--- src/rtl/sd_cmd_pkg.sv ---
package sd_cmd_pkg;
  localparam int CMD_W    = 11;
  localparam int IDX_W    = 6;
  localparam int BIT_RESP = 6;
  localparam int BIT_LONG = 7;
  localparam int BIT_INT  = 8;
  localparam int BIT_PEND = 9;
  localparam int BIT_EN   = 10;
  localparam int STAT_W   = 8;
  localparam int ST_TOUT  = 2;
  localparam int ST_RESP  = 6;
  localparam int ST_SENT  = 7;

  typedef enum logic [1:0] {S_IDLE, S_ISSUE, S_WAIT, S_RECV} cmdState_t;

  typedef struct packed {
    logic loadCmd;
    logic loadArg;
    logic dropEnable;
    logic clearUpper;
    logic startRecv;
    logic takeByte;
    logic setSent;
    logic setResp;
    logic setTimeout;
  } ctrlStrobes_t;
endpackage

--- src/rtl/sd_cmd_ctrl.sv ---
module sd_cmd_ctrl
  import sd_cmd_pkg::*;
#(
  parameter int LEN_W = 5,
  parameter int CNT_W = 4,
  parameter int SHORT_LEN = 4,
  parameter int LONG_LEN = 16
) (
  input  logic             clk,
  input  logic             rstN,
  input  logic             cmdWrEn,
  input  logic             wrEnable,
  input  logic             wrInt,
  input  logic             wrPend,
  input  logic             argWrEn,
  input  logic             wantResp,
  input  logic             wantLong,
  input  logic             cardDone,
  input  logic [LEN_W-1:0] cardLen,
  input  logic             cardByteValid,
  input  logic [CNT_W-1:0] byteCount,
  output ctrlStrobes_t     strb,
  output logic             cardIssue,
  output logic             busy
);
  cmdState_t state, stateNext;
  logic [LEN_W-1:0] lenReg;
  logic lenBad, lastByte;

  assign lenBad = (cardLen == '0) ||
                  (cardLen == LEN_W'(SHORT_LEN) && wantLong) ||
                  (cardLen != LEN_W'(SHORT_LEN) && cardLen != LEN_W'(LONG_LEN));
  assign lastByte = (LEN_W'(byteCount) == lenReg - LEN_W'(1));

  always_comb begin
    strb = '0;
    stateNext = state;
    unique case (state)
      S_IDLE: begin
        strb.loadCmd = cmdWrEn;
        strb.loadArg = argWrEn;
        if (cmdWrEn && wrEnable) begin
          if (wrInt || wrPend) strb.dropEnable = 1'b1;
          else stateNext = S_ISSUE;
        end
      end
      S_ISSUE: stateNext = S_WAIT;
      S_WAIT: begin
        if (cardDone) begin
          if (!wantResp) begin
            strb.setSent = 1'b1;
            strb.dropEnable = 1'b1;
            stateNext = S_IDLE;
          end else if (lenBad) begin
            strb.setTimeout = 1'b1;
            strb.dropEnable = 1'b1;
            stateNext = S_IDLE;
          end else begin
            strb.startRecv = 1'b1;
            strb.clearUpper = (cardLen == LEN_W'(SHORT_LEN));
            stateNext = S_RECV;
          end
        end
      end
      S_RECV: begin
        if (cardByteValid) begin
          strb.takeByte = 1'b1;
          if (lastByte) begin
            strb.setResp = 1'b1;
            strb.dropEnable = 1'b1;
            stateNext = S_IDLE;
          end
        end
      end
      default: stateNext = S_IDLE;
    endcase
  end

  always_ff @(posedge clk) begin
    if (!rstN) begin
      state <= S_IDLE;
      lenReg <= '0;
    end else begin
      state <= stateNext;
      if (strb.startRecv) lenReg <= cardLen;
    end
  end

  assign cardIssue = (state == S_ISSUE);
  assign busy = (state != S_IDLE);
endmodule

--- src/rtl/sd_cmd_dp.sv ---
module sd_cmd_dp
  import sd_cmd_pkg::*;
#(
  parameter int ARG_W = 32,
  parameter int WORD_W = 32,
  parameter int NUM_WORDS = 4,
  parameter int CNT_W = 4
) (
  input  logic                        clk,
  input  logic                        rstN,
  input  ctrlStrobes_t                strb,
  input  logic [CMD_W-1:0]            cmdWrData,
  input  logic [ARG_W-1:0]            argWrData,
  input  logic [STAT_W-1:0]           statClr,
  input  logic [7:0]                  cardByte,
  output logic [CMD_W-1:0]            cmdWord,
  output logic [ARG_W-1:0]            cmdArg,
  output logic [STAT_W-1:0]           statFlags,
  output logic [NUM_WORDS*WORD_W-1:0] respFlat,
  output logic [CNT_W-1:0]            byteCount
);
  localparam int LANES = WORD_W / 8;
  localparam int BYTES = NUM_WORDS * LANES;
  localparam logic [CMD_W-1:0] EN_MASK = CMD_W'(1) << BIT_EN;

  logic [NUM_WORDS-1:0][WORD_W-1:0] respMem;
  logic [STAT_W-1:0] statSet;

  always_ff @(posedge clk) begin
    if (!rstN) begin
      cmdWord <= '0;
      cmdArg <= '0;
    end else begin
      if (strb.loadCmd)
        cmdWord <= strb.dropEnable ? (cmdWrData & ~EN_MASK) : cmdWrData;
      else if (strb.dropEnable)
        cmdWord <= cmdWord & ~EN_MASK;
      if (strb.loadArg) cmdArg <= argWrData;
    end
  end

  always_comb begin
    statSet = '0;
    statSet[ST_TOUT] = strb.setTimeout;
    statSet[ST_RESP] = strb.setResp;
    statSet[ST_SENT] = strb.setSent;
  end

  always_ff @(posedge clk) begin
    if (!rstN) statFlags <= '0;
    else statFlags <= (statFlags & ~statClr) | statSet;
  end

  always_ff @(posedge clk) begin
    if (!rstN) byteCount <= '0;
    else if (strb.startRecv) byteCount <= '0;
    else if (strb.takeByte) byteCount <= byteCount + CNT_W'(1);
  end

  always_ff @(posedge clk) begin
    if (!rstN) begin
      respMem <= '0;
    end else begin
      for (int w = 1; w < NUM_WORDS; w++)
        if (strb.clearUpper) respMem[w] <= '0;
      for (int w = 0; w < NUM_WORDS; w++)
        for (int l = 0; l < LANES; l++)
          if (strb.takeByte && byteCount == CNT_W'(w * LANES + l))
            respMem[w][WORD_W-1-8*l -: 8] <=
              (w * LANES + l == BYTES - 1) ? {cardByte[7:1], 1'b0} : cardByte;
    end
  end

  assign respFlat = respMem;
endmodule

--- src/rtl/sd_cmd_capture.sv ---
module sd_cmd_capture
  import sd_cmd_pkg::*;
#(
  parameter int ARG_W = 32,
  parameter int WORD_W = 32,
  parameter int NUM_WORDS = 4,
  parameter int LEN_W = 5
) (
  input  logic                        clk,
  input  logic                        rstN,
  input  logic                        cmdWrEn,
  input  logic [10:0]                 cmdWrData,
  input  logic                        argWrEn,
  input  logic [ARG_W-1:0]            argWrData,
  input  logic [7:0]                  statClr,
  output logic [10:0]                 cmdWord,
  output logic [ARG_W-1:0]            cmdArg,
  output logic [7:0]                  statFlags,
  output logic [NUM_WORDS*WORD_W-1:0] respFlat,
  output logic                        busy,
  output logic                        cardIssue,
  output logic [5:0]                  cardIndex,
  output logic [ARG_W-1:0]            cardArg,
  input  logic                        cardDone,
  input  logic [LEN_W-1:0]            cardLen,
  input  logic                        cardByteValid,
  input  logic [7:0]                  cardByte
);
  localparam int BYTES = NUM_WORDS * WORD_W / 8;
  localparam int CNT_W = $clog2(BYTES);

  ctrlStrobes_t strb;
  logic [CNT_W-1:0] byteCount;

  sd_cmd_ctrl #(.LEN_W(LEN_W), .CNT_W(CNT_W), .SHORT_LEN(WORD_W / 8), .LONG_LEN(BYTES)) uCtrl (
    .clk(clk), .rstN(rstN), .cmdWrEn(cmdWrEn),
    .wrEnable(cmdWrData[BIT_EN]), .wrInt(cmdWrData[BIT_INT]), .wrPend(cmdWrData[BIT_PEND]),
    .argWrEn(argWrEn), .wantResp(cmdWord[BIT_RESP]), .wantLong(cmdWord[BIT_LONG]),
    .cardDone(cardDone), .cardLen(cardLen), .cardByteValid(cardByteValid),
    .byteCount(byteCount), .strb(strb), .cardIssue(cardIssue), .busy(busy)
  );

  sd_cmd_dp #(.ARG_W(ARG_W), .WORD_W(WORD_W), .NUM_WORDS(NUM_WORDS), .CNT_W(CNT_W)) uDp (
    .clk(clk), .rstN(rstN), .strb(strb), .cmdWrData(cmdWrData), .argWrData(argWrData),
    .statClr(statClr), .cardByte(cardByte), .cmdWord(cmdWord), .cmdArg(cmdArg),
    .statFlags(statFlags), .respFlat(respFlat), .byteCount(byteCount)
  );

  assign cardIndex = cmdWord[IDX_W-1:0];
  assign cardArg = cmdArg;
endmodule

--- config.mk ---
export PLATFORM = sky130hd
export DESIGN_NAME = sd_cmd_capture
export DESIGN_NICKNAME = d
export VERILOG_FILES = /design/src/rtl/sd_cmd_pkg.sv /design/src/rtl/sd_cmd_ctrl.sv /design/src/rtl/sd_cmd_dp.sv /design/src/rtl/sd_cmd_capture.sv
export SDC_FILE = /design/constraint.sdc
export NUM_CORES = 1
export LEC_CHECK = 0
export ABC_AREA = 1
export CAP_MARGIN = 10
export CORE_MARGIN = 2
export CORE_UTILIZATION = 40
export CTS_CLUSTER_DIAMETER = 40
export DETAILED_ROUTE_END_ITERATION = 12
export PLACE_DENSITY = 0.88
export SLEW_MARGIN = 20
export SYNTH_ARGS = -nofsm -noshare
export SYNTH_HDL_FRONTEND = slang
export SYNTH_SLANG_ARGS = --single-unit
--- constraint.sdc ---
create_clock -name clk -period 1.51 [get_ports clk]
set_input_delay 0.302 -clock clk [delete_from_list [all_inputs] [get_ports clk]]
set_output_delay 0.302 -clock clk [all_outputs]
set_load 0.01 [all_outputs]
# == After elaboration in Yosys (flattened, before gate mapping) ==
# Index checks and enable logic that the tools add are counted.
# classes
add_sub_neg,2
n_eq_ne,27
muxes,46
n_bitwise,4
reduce_logical,41
# op_table
operator,count
$mux 8,12
$mux 32,2
$mux 11,3
$eq 4x4->1 const B,8
$reduce_bool 2->1,14
$mux 2,11
$logic_and 1x1->1,19
$eq 4x3->1 const B,4
$mux 1,15
$and 8x8->8,1
$eq 4x2->1 const B,2
$not 8->8,1
$or 8x8->8,1
$pmux 2 s4,1
$ne 2x2->1 const B,3
$eq 4x5->1,1
$eq 5x3->1 const B,1
$logic_not 5->1,1
$ne 5x3->1 const B,1
$ne 5x5->1 const B,1
$reduce_and 5->1,1
$sub 5x1->5 const B,1
$add 4x1->4 const B,1
$eq 2x2->1 const B,2
other kinds (10),13
# totals
ff_bits,189
input_bits,70
output_inout_bits,219
elab_cells,143

# == Logic depth before layout (Yosys ltp) ==
# Gate-level depths: netlist of the first run.
# depth
ltp_word,10
depth_mapped,11
ltp_nobuf,11

# == By module ==
# A second synthesis of the first run with hierarchy kept.
# unflattened
hier_cells,986
area_unflattened_um2,7432.1
# modules_own_cells
module,instances,cells_each,area_per_inst_um2,seq_area_each_um2
sd_cmd_dp,1,835,6488.7,3643.5
sd_cmd_ctrl,1,113,658.1,140.1
sd_cmd_capture,1,38,285.3,0.0

# == Worst setup path after synthesis of the first run ==
# Ideal clock, no wire load.
# synth_path
kind,flip-flop to flip-flop
from,register uDp.byteCount[1]
to,"register uDp.respMem, in the netlist uDp.respFlat[0]"
setup_time_ns,0.116
arrival_ns,1.319
t_required_ns,1.394
path_slack_ns,0.076
stages_incl_launch_ff,9
path_buffers,0
period_less_slack_ns,1.434
path_cell_list,dfxtp_1 ha_1 inv_1 nor2_8 nand2_2 nor2_4 inv_2 nor2_1 nor2_1
# synth_between
elab_chain_len,2
# synth_rtl
element,line_no,rtl
from (decl),sd_cmd_dp.sv:20,output logic [CNT_W-1:0] byteCount
from (signal assigned),sd_cmd_dp.sv:57,else if (strb.takeByte) byteCount <= byteCount + CNT_W'(1);
$eq 4x2->1,sd_cmd_dp.sv:68,if (strb.takeByte && byteCount == CNT_W'(w * LANES + l))
$logic_and 1x1->1,sd_cmd_dp.sv:68,
"to (signal, indexed assignment)",sd_cmd_dp.sv:69,respMem[w][WORD_W-1-8*l -: 8] <=
to (decl),sd_cmd_dp.sv:26,logic [NUM_WORDS-1:0][WORD_W-1:0] respMem;
# No other way between the ends.
# A chain may end at the register's enable or synchronous reset.

# == Worst setup path in the final report of the first run ==
# layout_path
from,register uCtrl.state[1]
to,"register uDp.respMem, in the netlist uDp.respFlat[94]"
# layout_between
elab_chain_len,4
word_cells_on_any_way,7
classes_between,eq/ne (2); mux (3); reduce/logical (2)
# layout_rtl
element,line_no,rtl
from (decl),sd_cmd_ctrl.sv:26,"cmdState_t state, stateNext;"
from (signal assigned),sd_cmd_ctrl.sv:84,state <= stateNext;
$eq 2x2->1,sd_cmd_ctrl.sv:38,unique case (state)
$mux 1,sd_cmd_ctrl.sv:38,
$logic_and 1x1->1,sd_cmd_dp.sv:68,
$mux 8 / $reduce_bool 2->1 (equally long branches),n/a,
# Parallel ways exist; a longest one is shown, timed or not.

==> results of run 1 <==
[area by class of cell]
class / count / area (sq um) / area share
Tap cell: 234 / 293 / 0.0250
Multi-Input combinational cell: 645 / 3340 / 0.286
Clock inverter: 14 / 150 / 0.0128
Sequential cell: 189 / 3800 / 0.325
Timing Repair Buffer: 349 / 3410 / 0.292
Inverter: 56 / 258 / 0.0220
Clock buffer: 18 / 439 / 0.0376
[power by group]
part | switching [W] | total, W | internal [W]
clock | 0.00209 | 0.00447 | 0.00239
combinational | 0.000900 | 0.00169 | 0.000785
sequential | 0.000149 | 0.00532 | 0.00517
[how the worst max path moves through the flow]
stage / start / endpoint / slack, ns
floorplan: uDp.byteCount[1] / uDp.respFlat[0] / 0.08
global placement: cardByteValid / uDp.respFlat[3] / -0.33
detailed placement: cardByteValid / uDp.respFlat[6] / -0.35
CTS: uDp.byteCount[0] / uDp.respFlat[46] / 0.002
global route: uCtrl.state[1] / uDp.respFlat[94] / -0.11
finish: uCtrl.state[1] / uDp.respFlat[94] / -0.07
[layer usage]
metal | track usage | up-vias | wire length, microns
met5 | 0 | - | 0
met4 | 0.102 | 0 | 1130
met3 | 0.0550 | 78 | 2120
met2 | 0.399 | 391 | 12900
met1 | 0.279 | 3706 | 10200
li1 | - | 3706 | -
[critical path, stage by stage, from the launching register on]
cell and delay, ns:
dfxtp_4 0.40, buf_4 0.13, nand3_4 0.08, nor2_4 0.16, nand4_4 0.12, buf_12 0.18
clkbuf_16 0.19, nand3_1 0.10, a21oi_1 0.09
[cell usage after synthesis, drive strengths merged]
cell    number  area share
o211ai       1     0.00098
nor3b        1     0.00098
ha           5      0.0081
nand4        2      0.0024
nand2      159       0.086
clkinv       6      0.0042
nor3         2      0.0020
inv         50       0.024
conb         1     0.00049
o21ai       78       0.051
nor2       174       0.099
buf         62       0.058
a21oi      106       0.073
a31oi        1     0.00081
clkbuf      33       0.016
xor2         2      0.0023
nand3      111       0.080
dfxtp      189        0.49
[stage by stage]
step	instance area, sq um	setup TNS [ns]
after floorplan	7690	0
after global placement	10900	-35.91
after detailed placement	10900	-38.88
after CTS	11200	0
after global routing	11700	-5.13
final	11700	-0.347
[state kept, by name (all words and copies together), names as in the netlist]
name,cells
uDp.statFlags,8
uDp.cmdArg,32
uCtrl.lenReg,5
uDp.byteCount,4
uCtrl.state,2
uDp.respFlat,127
uDp.cmdWord,11
[logic make-up after synthesis]
logic type	Yosys count
AOI/OAI and AO/OA	186
xor gates and xnor gates	2
adders and majority gates	5
buffers and inverters	151
DFF	189
other	1
and+or+nand+nor	449
[repair_timing]
action / in CTS / in global routing
pin swaps: 1 / 29
cloned: 0 / 7
gates resized for setup: 229 / 93
hold endpoints to repair: 0 / 0
hold buffers: 0 / 0
setup buffers: 2 / 8
setup endpoints to repair: 279 / 126
==> summary.md, run 1 <==
| Metric | Value |
|---|---|
| Outcome | finished, violations left |
| Failing checks | setup timing |
| Commonest non-fill, non-tap cell in the layout | dlygate4sd2_1 |
| Post-Synth Simple-Gate Area | 0.270 |
| Placeable Area | about 19,000 sq um |
| Critical path data arrival time | about 1.9 ns |
| Post-synthesis mux area share | 0 |
| Synthesis-stage register bit count | between 150 and 200 |
| Seq/Total Area, Yosys | 0.492 |
| Fin Hold WS | 0.183 ns |
| Vias per cell | 5.24 |
| Number of global-route vias before repair | a little over 7,000 |
| Final Wtd Congestion | 0.878 |
| Synth Area in Compound Gates | 0.125 |
| WHS Path Cells | 3 |
| Clk_skew | 0.00978 ns |
| Adder-cell share of the synthesized area | 0.00813 |
| Worst min-delay path class | in2reg |
| # DRC | 0 |
| Fmax achieved | 0.633 GHz |
| XOR/XNOR Fraction of Synth Area | 0.00228 |
| Hold Startpoint | rstN |
| Initial antenna violation count | 0 |
| FP Rows | 50 |
| Power per cell area | 982 nW/um^2 |
| Commonest non-fill, non-tap cells in the layout | 216 x dlygate4sd2_1, 184 x dfxtp_1, 153 x nor2_1, 149 x nand2_1, 94 x nand3_1 |
| Die ar. | 20,400 sq um |
| Drt total wl | 26,300 microns |
| Io pins | approximately 290 |
| Cells after synthesis | a little under 1,000 |
| Yosys warnings | 0 |
| Worst skew pair latency | roughly 0.42 ns |
| Fill count | 1,569 |
| Post-DP HPWL | 17,300 microns |
| CTS tree | yes |
| CTS max path bufs | 2 |
| Worst Path Max Fanout | 16 |
| Die W | 143 microns |
| CTS Root Cell | clkbuf_16 |
| Pre-CTS setup slack | -0.351 ns |
| PortBufs | 287 |
| Tmin final | 1.58 ns |
| Final WS setup | -0.0708 ns |
| Post-layout util | 0.623 |
| Max-slew violation count | 0 |
| Syn nets | 1,058 |
| R2R Path End | uDp.respFlat[94] |
| Static leakage | 5.59 nW |
| Area delta synth->final | 52.0% |
| RSZ-0062 raised after global routing | true |
| Clock Sinks | between 150 and 200 |
| CP startpoint kind | flop |
| Hold Path End | uDp.statFlags[2] |
| Setup crit end kind | flop |
| Avg Cell Area, Syn | just under 8 sq um |
| Library cells used by synthesis | 34 |
| GRT Util Overall | 0.233 |
| Vias | ~7,900 |
| H-tree depth | 4 |
| Proportion of layout cells with a drive suffix above 1 | 0.161 |
| Main combinational cell family by area after synthesis | simple AND/OR/NAND/NOR gates |
| Worst-case vdd ir drop | between 0.7 and 0.8 mV |
| Clk slew on worst S/H paths | 0.07 ns |
| Drt wl/cell | 17.5 microns |
| Critical Path RT | 1.80 ns |
| Largest net degree at the start of global routing | 63 |
| DIE HEIGHT | ~140 microns |
| Max_cap viols | 0 |
| Drt pass-1 iters | 6 |
| Cell Count Post-Placement | 1,456 |
| Final Non-Filler Cells | 1,505 |
| Initial core utilization | 0.410 |
| R2R cell count | 8 |
| Nets | 1,333 |
| Num CTS Buffers | 17 |
| RR Startpoint | uCtrl.state[1] |
| Final period util | 1.05 |
| Post-route ant nets | 0 |
| First-pass GRT wire length | 37,700 microns |
| Synth Cell Area | slightly below 8000 sq um |
| Final setup fails | 26 |
| Pwr Total | approximately 0.011 W |
| Reg2Reg Setup Slack | -0.07 ns |
| GRT overflow | 0 |
| Diodes inserted | 0 |
| Initial DRC count | 489 |
| Setup CP Type | reg2reg |
| Final Hold Fails | 0 |
Power figures use the tool's default switching activity.
==> run 2, diff against run 1 <==
Settings changed: REMOVE_ABC_BUFFERS set to 1.
==> run 2 against run 1 <==
  * Total power increased by 1.5%
  * Clock power increased by 3%
  * Via count decreased by 4.3%
  * The run now ends clean
  * Critical path type is now reg2out
  * Clock skew increased by 0.0049 ns
  * Largest power group unchanged
  * Clock-buffer cell count increased by 2
  * Critical path depth decreased by 5
  * Utilization decreased by 1.8 points
  * First-iteration DRC count increased by 7.4%
==> summary.md, run 2 (synthesized netlist as in run 1, its figures left out) <==
| Metric | Value |
|---|---|
| Proportion of layout cells with a drive suffix above 1 | 0.134 (-0.0266) |
| Commonest non-fill, non-tap cell in the layout | dlygate4sd2_1 |
| Critical path data arrival time | 1.18 ns (-0.69 ns) |
| Nets | 1,325 (-0.60%) |
| GR Util met3 | 0.0553 (+0.000335) |
| Final setup fails | 0 (-100%) |
| Fin Hold WS | 0.204 ns (+0.0212 ns) |
| Vias | 7,542 (-4.3%) |
| Worst-Margin Slew | ~0.52 ns |
| Cell Count Post-Placement | 1,456 (unchanged) |
| Grt peak-use layer | met2 |
| Clock Sinks | 189 (unchanged) |
| Max_cap viols | 0 (unchanged) |
| Area delta synth->final | 47.7% |
| Number of global-route vias before repair | 7,072 (-1.3%) |
| Die W | 143 microns (unchanged) |
| H-tree depth | 4 (unchanged) |
| FP Rows | 50 (unchanged) |
| Worst-case vdd ir drop | 0.710 mV (-3.9%) |
| Drt pass-1 iters | 5 (-1) |
| Commonest non-fill, non-tap cells in the layout | 216 x dlygate4sd2_1, 183 x dfxtp_1, 160 x nor2_1, 149 x nand2_1, 105 x nand3_1 |
| CP startpoint kind | flop |
| PortBufs | 287 (unchanged) |
| Placeable Area | 18,800 sq um (unchanged) |
| Final Non-Filler Cells | 1,496 (-0.60%) |
| FF/Latch Area | 3800 sq um (about the same) |
| Max reg flops | 127 (unchanged) |
| Static leakage | 5.52 nW (-1.3%) |
| Initial core utilization | 0.410 (unchanged) |
| # DRC | 0 (unchanged) |
| Setup crit end kind | output pin |
| Worst Path Max Fanout | 3 (-13) |
| Drt wl/cell | 15.9 microns (-9.0%) |
| Max-slew violation count | 0 (unchanged) |
| Num CTS Buffers | 17 (unchanged) |
| GRT Util Overall | 0.227 (-0.00636) |
| CTS Root Cell | clkbuf_16 |
| # hold bufs at CTS | 0 (unchanged) |
| Post-DP HPWL | 16,800 microns (-2.9%) |
| Pwr Total | 0.0116 W (+1.5%) |
| GRT overflow | 0 (unchanged) |
| Die ar. | 20,400 sq um (unchanged) |
| Outcome | complete, no violations |
| Setup CP Type | reg2out |
| Worst min-delay path class | in2reg |
| Io pins | 289 (unchanged) |
| Final Hold Fails | 0 (unchanged) |
| Clk_skew | 0.0147 ns (+0.00492 ns) |
| Met2 usage in global routing | 0.384 (-0.0149) |
| Final WS setup | 0.0309 ns (+0.102 ns) |
| Vias per cell | 5.04 (-3.7%) |
| Slew headroom | 0.652 |
| Multi-input logic area | 3210 sq um (-3.9%) |
| Fill count | 1,702 (+8.5%) |
| First-pass GRT wire length | 36,500 microns (-3.1%) |
| Tmin final | 1.48 ns (-0.102 ns) |
| CP Cell Sequence | buf_4, nor2_4, buf_6 |
| Post-route ant nets | 0 (unchanged) |
| Final Wtd Congestion | 0.844 (-3.9%) |
| Worst path max stage delay | 0.36 ns (-0.04 ns) |
| Initial antenna violation count | 0 (unchanged) |
| Worst skew pair latency | 0.43 ns (about the same) |
| DIE HEIGHT | 143 microns (unchanged) |
| Largest net degree at the start of global routing | 83 (+32%) |
| Drt total wl | 23,800 microns (-9.5%) |
| Clk slew on worst S/H paths | 0.07 ns (about the same) |
| M1 GR Usage | 0.282 (+0.00259) |
| Power per cell area | 1030 nW/um^2 (+4.4%) |
| Diodes inserted | 0 (unchanged) |
| Final period util | 0.980 (-0.0674) |
| Pre-CTS setup slack | -0.354 ns (-0.00268 ns) |
| CP max stage cell | dfxtp_4 |
| RSZ-0062 raised after global routing | true |
| Fmax achieved | 0.676 GHz (+6.9%) |
| CTS max path bufs | 2 (unchanged) |
| Critical Path RT | 1.21 ns (-0.59 ns) |
| Initial DRC count | 525 (+7.4%) |
| CTS tree | yes |
| Post-layout util | 0.605 (-0.0177) |
[run 2: changes by cell type in the layout (fill, tap and decap cells not counted), sizes merged]
cell and delta:
buf -1, bufinv +2, clkbuf -3, clkdlybuf4s15 -1, clkinvlp -1, inv -4, nand3 -1
[run 2: final timing paths]
path               startpoint          endpoint  cells past startpoint  slack, ns
min reg2reg  uDp.statFlags[1]  uDp.statFlags[1]                      2       0.43
max            uCtrl.state[1]         cardIssue                      3       0.03
min                      rstN   uCtrl.lenReg[4]                      3       0.20
max reg2reg    uCtrl.state[0]  uDp.respFlat[14]                      9       0.05
[run 2: area by class of cell]
class	count	share of cell area
multi-input cells	644	0.283
well taps	234	0.0258
repair buffers	342	0.283
flip-flops and latches	189	0.334
clock inverters	11	0.0139
clock buffers	20	0.0393
inverters	56	0.0213
[run 2: routing by layer]
metal  part of all wire  vias to the layer above
met3              0.069                       53
li1                   -                     3688
met2               0.49                      303
met1               0.41                     3498
met5                  0                        -
met4              0.023                        0
[run 2: critical path: cells and delay by family, from the launching register on]
family | cells | cell delay (ns)
AND/OR/NAND/NOR | 1 | 0.11
buffers and inverters | 2 | 0.27
flip-flops | 1 | 0.36
[run 2: per-stage QoR]
step	area, sq um	TNS [ns]
floorplan	7130	-93.33
global placement	10900	-33.65
detailed placement	10900	-38.00
CTS	11200	0
global route	11400	-0.252
finish	11400	0
[run 2: power breakdown]
| group | switching, W | total (W) | leakage (nW) | internal [W] |
|---|---|---|---|---|
| clock | 0.00194 | 0.00461 | 0.293 | 0.00267 |
| sequential | 0.000149 | 0.00533 | 1.54 | 0.00518 |
| combinational | 0.000913 | 0.00171 | 3.69 | 0.000798 |
| total | 0.00300 | 0.0116 | 5.52 | 0.00865 |
[run 2: timing repair]
item / 4_1_cts / 5_1_grt
endpoints found under the setup margin: 268 / 103
buffers inserted: 1 / 7
gates resized for setup: 233 / 38
pin swaps: 2 / 14
gates cloned: 0 / 1
